<file path="src/rtl/btn_debounce_pkg.sv">
package btn_debounce_pkg;

  // Number of consecutive disagreeing cycles needed for a commit.
  function automatic int unsigned window_cycles(input int unsigned log2_len);
    return 32'd1 << log2_len;
  endfunction

  // Next value of the disagreement run counter.
  function automatic logic [31:0] run_next(input logic [31:0] cur,
                                           input logic differ,
                                           input logic at_end);
    if (!differ || at_end) return '0;
    return cur + 32'd1;
  endfunction

endpackage

</file>
<file path="src/rtl/btn_sync.sv">
module btn_sync #(
  parameter int STAGES = 2
) (
  input  logic clk,
  input  logic rst,
  input  logic din,
  output logic dout
);
  logic [STAGES-1:0] stage_q;

  for (genvar g = 0; g < STAGES; g++) begin : g_stage
    if (g == 0) begin : g_first
      always_ff @(posedge clk) begin
        if (rst) stage_q[g] <= 1'b0;
        else     stage_q[g] <= din;
      end
    end else begin : g_next
      always_ff @(posedge clk) begin
        if (rst) stage_q[g] <= 1'b0;
        else     stage_q[g] <= stage_q[g-1];
      end
    end
  end

  assign dout = stage_q[STAGES-1];
endmodule

</file>
<file path="src/rtl/btn_run_counter.sv">
module btn_run_counter
  import btn_debounce_pkg::*;
#(
  parameter int N = 20
) (
  input  logic clk,
  input  logic rst,
  input  logic differ,
  output logic commit
);
  localparam logic [N-1:0] TERM = N'(window_cycles(N) - 1);

  logic [N-1:0] run_q;
  logic         at_end;
  logic [31:0]  run_d;

  assign at_end = (run_q == TERM);
  assign commit = differ && at_end;
  assign run_d  = run_next(32'(run_q), differ, at_end);

  always_ff @(posedge clk) begin
    if (rst) run_q <= '0;
    else     run_q <= run_d[N-1:0];
  end


  match_clears_run_chk: assert property (@(posedge clk) disable iff (rst)
    !differ |=> run_q == '0);


  commit_clears_run_chk: assert property (@(posedge clk) disable iff (rst)
    commit |=> run_q == '0);


  no_wrap_chk: assert property (@(posedge clk) disable iff (rst)
    (differ && !at_end) |=> run_q == $past(run_q) + 1'b1);
endmodule

</file>
<file path="src/rtl/btn_debounce.sv">
module btn_debounce #(
  parameter int N           = 20,
  parameter int SYNC_STAGES = 2
) (
  input  logic clk,
  input  logic rst,
  input  logic btn_raw,
  output logic btn_clean
);
  logic synced;
  logic differ;
  logic commit;
  logic clean_q;

  btn_sync #(.STAGES(SYNC_STAGES)) u_sync (
    .clk (clk),
    .rst (rst),
    .din (btn_raw),
    .dout(synced)
  );

  assign differ = (synced != clean_q);

  btn_run_counter #(.N(N)) u_run (
    .clk   (clk),
    .rst   (rst),
    .differ(differ),
    .commit(commit)
  );

  always_ff @(posedge clk) begin
    if (rst)         clean_q <= 1'b0;
    else if (commit) clean_q <= synced;
  end

  assign btn_clean = clean_q;


  reset_release_chk: assert property (@(posedge clk)
    rst |=> !btn_clean);


  change_needs_commit_chk: assert property (@(posedge clk) disable iff (rst)
    (btn_clean != $past(btn_clean)) |-> $past(commit));


  commit_value_chk: assert property (@(posedge clk) disable iff (rst)
    commit |=> btn_clean == $past(synced));
endmodule

</file>
<file path="config.mk">
export PLATFORM = sky130hd
export DESIGN_NAME = btn_debounce
export DESIGN_NICKNAME = d
export VERILOG_FILES = /design/src/rtl/btn_debounce_pkg.sv /design/src/rtl/btn_sync.sv /design/src/rtl/btn_run_counter.sv /design/src/rtl/btn_debounce.sv
export SDC_FILE = /design/constraint.sdc
export NUM_CORES = 1
export LEC_CHECK = 0
export ABC_AREA = 1
export CORE_ASPECT_RATIO = 1.25
export CORE_MARGIN = 2
export CORE_UTILIZATION = 30
export DETAILED_ROUTE_END_ITERATION = 16
export PLACE_DENSITY = 0.42
export SLEW_MARGIN = 40
export SYNTH_ARGS = -nofsm -noshare
export SYNTH_HDL_FRONTEND = slang
export SYNTH_SLANG_ARGS = --single-unit
</file>
<file path="constraint.sdc">
create_clock -name clk -period 2.1 [get_ports clk]
set_input_delay 0.42 -clock clk [delete_from_list [all_inputs] [get_ports clk]]
set_output_delay 0.42 -clock clk [all_outputs]
set_load 0.02 [all_outputs]
</file>
Yosys cells after proc, flatten, opt, wreduce, memory -nomap -nowiden
Index checks and enable logic that the tools add are counted.
{"block": "totals", "regBits": 23, "memories": 0, "word_cells": 13, "latch_bits": 0, "input_bits": 3, "ramBits": 0, "out_inout_bits": 1, "romBits": 0}
{"block": "classes", "multipliers": 0, "n_shift": 0, "n_addsub": 1, "mux": 3, "div": 0, "reduce_logical": 3, "eq_ne": 2, "magnitude_cmp": 0, "n_bitwise": 0}
{"operator": "20-bit 2-to-1 mux", "count": 2}
{"operator": "20-bit by 1-bit adder with 20-bit output (second input constant)", "count": 1}
{"operator": "20-bit == test (second input constant)", "count": 1}
{"operator": "1-bit logical AND", "count": 1}
{"operator": "1-bit zero test", "count": 1}
{"operator": "1-bit logical OR", "count": 1}
{"operator": "1-bit 2-to-1 mux", "count": 1}
{"operator": "1-bit inequality test", "count": 1}

Logic depth before layout (Yosys ltp)
{"block": "depth", "word_depth": 5, "ltp_mapped": 9, "mapped_depth_nobuf": 8}

By module
Synthesis repeated with hierarchy kept, for this count alone.
{"block": "unflattened", "hier_cells": 163, "area_unflattened_um2": 1133.6}
{"module": "btn_run_counter", "seq_area_each_um2": 400.4, "cells_per_inst": 149, "n_inst": 1, "area_each_um2": 1024.7}
{"module": "btn_sync", "seq_area_each_um2": 40.0, "cells_per_inst": 6, "n_inst": 1, "area_each_um2": 55.1}
{"module": "btn_debounce", "seq_area_each_um2": 20.0, "cells_per_inst": 8, "n_inst": 1, "area_each_um2": 53.8}

Least setup slack after synthesis
No wires, ideal clock.
{"block": "synth_path", "path_type": "register to register", "start": "register u_run.run_q[0]", "end": "register u_run.run_q[10]", "required_time_ps": 1985, "stages_incl_launch_ff": 10, "arrival_ps": 1268, "path_buffers": 1, "slack_ps": 717, "setup_ps": 115, "period_less_slack_ps": 1383, "cell_sequence": "dfxtp_1 -> ha_1 -> nand2_2 -> nor2_4 -> nand2_2 -> clkinv_2 -> nand3_4 -> nand2_4 -> buf_12 -> nor2_2"}
{"block": "synth_via", "elab_chain_cells": 4, "elab_cells_between_ends": 5, "cone_classes": "1 x add/sub; 1 x eq/ne; 2 x mux; 1 x reduce/logical"}
{"item": "start, declared", "line_no": "btn_run_counter.sv:13", "source": "logic [N-1:0] run_q;"}
{"item": "start signal, assigned", "line_no": "btn_run_counter.sv:23", "source": "else run_q <= run_d[N-1:0];"}
{"item": "parallel branches: the longest is 3 deep, another holds 20-bit by 1-bit adder with 20-bit output"}
{"item": "20-bit 2-to-1 mux (*)", "line_no": "btn_debounce_pkg.sv:13", "source": "return cur + 32'd1;"}
Every way passes the cells marked *.
A chain may end at the register's enable or synchronous reset.

Worst setup path in the final report
{"block": "layout_path", "start": "register clean_q, in the netlist btn_clean", "end": "output port btn_clean"}
{"item": "start, declared", "line_no": "btn_debounce.sv:13", "source": "logic clean_q;"}
{"item": "start signal, assigned", "line_no": "btn_debounce.sv:33", "source": "else if (commit) clean_q <= synced;"}
{"item": "end, declared", "line_no": "btn_debounce.sv:8", "source": "output logic btn_clean"}
No word-level cell between the ends.

==> key figures <==
Outcome
  • Status: completed

STA
  • Final hold slack: 416 ps
  • Final setup fails: 0
  • Final setup margin: 413 ps
  • Final critical-path required period: 1690 ps
  • RSZ-0062 raised after global routing: false
  • Fin Setup TNS: 0 ps
  • Skew final: 1.66 ps
  • Worst-margin pin slew: 315 ps
  • Final hold violation count: 0
  • Fmax achieved: 593 MHz
  • Tcrit/Tclk final: 80.3%
  • Slew Limit Fails: 0
  • Slew margin rel.: 78.9%

Setup path
  • RR Startpoint: u_run.run_q[0]
  • CP Cell Sequence: clkdlybuf4s50_1
  • CP delay by family, top: buffers and inverters
  • R2R setup slack: 560 ps
  • Crit path buffers/inverters: 1
  • R2R cell count: 8
  • Crit end category: output port
  • WP data required: 1680 ps
  • RR Endpoint: u_run.run_q[9]
  • Startpoint Class: flip-flop
  • Critical Path Max Stage Delay: 630 ps
  • Worst Setup Path Type: flip-flop to output port
  • Max FO, Critical Path: 3
  • Arrival time worst endpoint: 1270 ps
  • Slowest cell on crit path: clkdlybuf4s50_1

Synth
  • Syn Inst Count: 161
  • Flops & latches, synth: 23
  • Post-Syn Area: 1170 sq um
  • Yosys Warn Count: 0
  • Post-synthesis cell type count: 22
  • Syn_nets: 165
  • Mean Syn Cell Area: 7.28 sq um
  • Sequential share of the synthesized area: 39.3%

CTS
  • Clock Latency Late Sink: 260 ps
  • H-tree depth: 1
  • TritonCTS clock tree: built
  • Clock root cell: clkbuf_8
  • CTS Buffer Depth: 2
  • # resized after CTS: 0
  • Hold-fix buffers, CTS: 0
  • Post-CTS setup buffers: 0
  • Total CTS buffers: 3
  • TritonCTS Sinks: 23
  • Worst-path clk slew: 80 ps

Route
  • Number of remaining DRC errors: 0
  • Post-detailed-route via-to-cell ratio: 4.60
  • Routed wire length: 2290 um
  • Routed length per instance: 11.0 um
  • Pre-Repair DR Iteration Count: 4
  • ANT nets after route: 0
  • Iteration-0 DRC count of the detailed router: 16
  • Vias: 952

Final layout
  • Post-route design area: 1280 sq um
  • Number of antenna repair diodes: 0
  • Synthesis-to-finish area growth: 8.97%
  • Most frequent cells in the layout: 34 x nand2_1, 24 x nor2_1, 23 x dfxtp_1
  • Commonest non-fill, non-tap cell in the layout: nand2_1
  • Proportion of layout cells with a drive suffix above 1: 16.2%
  • Nets: 172

Placed design
  • Pre-CTS WS: 424 ps
  • RD Place Congestion: 0.713
  • IO buf count: 3
  • Post-DP HPWL: 1810 um
  • Placed cell areas: 1230 sq um

Floorplanning
  • Core Footprint: 3750 sq um
  • Initial Utilization: 31.2%
  • Die W: 59.9 um
  • Die H: 73.9 um
  • Std cell rows: 25
  • Die Footprint: 4430 sq um
  • Top-level port count: 4

Worst hold path
  • WHS Path Cells: 2
  • Min-delay src: u_sync.stage_q[0]
  • Hold-critical path endpoint: u_sync.dout
  • Worst hold-check path type: flip-flop to flip-flop

Power and ir drop
  • VDD IR max: 0.241 mV
  • Cell Pwr Density: 571 nW/um^2
  • Leak: 0.389 nW

Global route
  • Global-route usage over all layers: 13.1%
  • Vias in the first global route: 945
  • Global-route wire length before repair: 4310 um
  • Initial antenna violation count: 0
  • Congestion Overflow GR: 0
  • Largest net degree at the start of global routing: 19

Flow run
  • Max cap viols: 0
## Yosys cell counts
| cell | count | share of area, % |
|---|---|---|
| a21oi_1 | 9 | 3.8 |
| and2_1 | 1 | 0.53 |
| buf_12 | 1 | 1.7 |
| clkinv_2 | 1 | 0.43 |
| dfxtp_1 | 23 | 39 |
| ha_1 | 1 | 1.1 |
| inv_1 | 17 | 5.4 |
| inv_2 | 1 | 0.32 |
| nand2_1 | 34 | 11 |
| nand2_2 | 2 | 1.1 |
| nand2_4 | 1 | 0.96 |
| nand3_1 | 11 | 4.7 |
| nand3_4 | 1 | 1.5 |
| nand4_1 | 3 | 1.6 |
| nor2_1 | 24 | 7.7 |
| nor2_2 | 16 | 8.5 |
| nor2_4 | 1 | 0.96 |
| o21ai_0 | 2 | 0.85 |
| o21bai_1 | 1 | 0.64 |
| or2_2 | 1 | 0.53 |
| xnor2_1 | 6 | 4.5 |
| xor2_1 | 4 | 3.0 |
## cell families (layout without fill, tap and decap cells)
logic type / count (synthesis) / after routing / share of synthesized area [%]
simple gates: 95 / 95 / 39.0
flops: 23 / 23 / 39.3
buf+inv: 20 / 26 / 7.90
compound gates: 12 / 12 / 5.34
xor+xnor: 10 / 10 / 7.47
fa+ha+maj: 1 / 1 / 1.07
## layout make-up
class	instances	area, sq um
Inverter	19	72.6
Fill cell	409	2480
Timing Repair Buffer	3	30.0
Tap cell	40	50.0
Clock buffer	4	45.0
Multi-Input combinational cell	118	619
Sequential cell	23	460
## routing by layer
metal,wire length [um],up-vias,part of all wire (%),track usage [%]
met5,0,-,0,0
met4,35,0,1.5,5.19
met3,32,4,1.4,2.11
met2,1130,10,50,21.9
met1,1090,426,47,16.6
li1,-,512,-,-
## power breakdown
| group | internal [mW] | switching (mW) | leakage, nW |
|---|---|---|---|
| logic | 0.00617 | 0.00777 | 0.181 |
| registers | 0.438 | 0.00146 | 0.186 |
| clock network | 0.135 | 0.141 | 0.0228 |
## through the flow
step	cells	util, %	power, mW
2_1_floorplan	161	-	0.460
3_3_place_gp	203	32.8	0.464
3_5_place_dp	203	32.8	0.464
4_1_cts	207	34.0	0.749
5_1_grt	207	34.0	0.765
6_report	207	34.0	0.730
## registers in the layout, indices dropped and copies added (netlist names)
register        count
u_run.run_q        20
u_sync.dout         1
btn_clean           1
u_sync.stage_q      1
## how the worst max path moves through the flow
stage                     cells after the start  slack, ps      startpoint         endpoint
after floorplan                               9        720  u_run.run_q[0]  u_run.run_q[10]
after CTS                                     1        410       btn_clean        btn_clean
after detailed placement                      4        420             rst   u_run.run_q[3]
after global placement                        4        480             rst  u_run.run_q[13]
final                                         1        410       btn_clean        btn_clean
after global routing                          1        360       btn_clean        btn_clean
(Power assumes the default switching activity.)
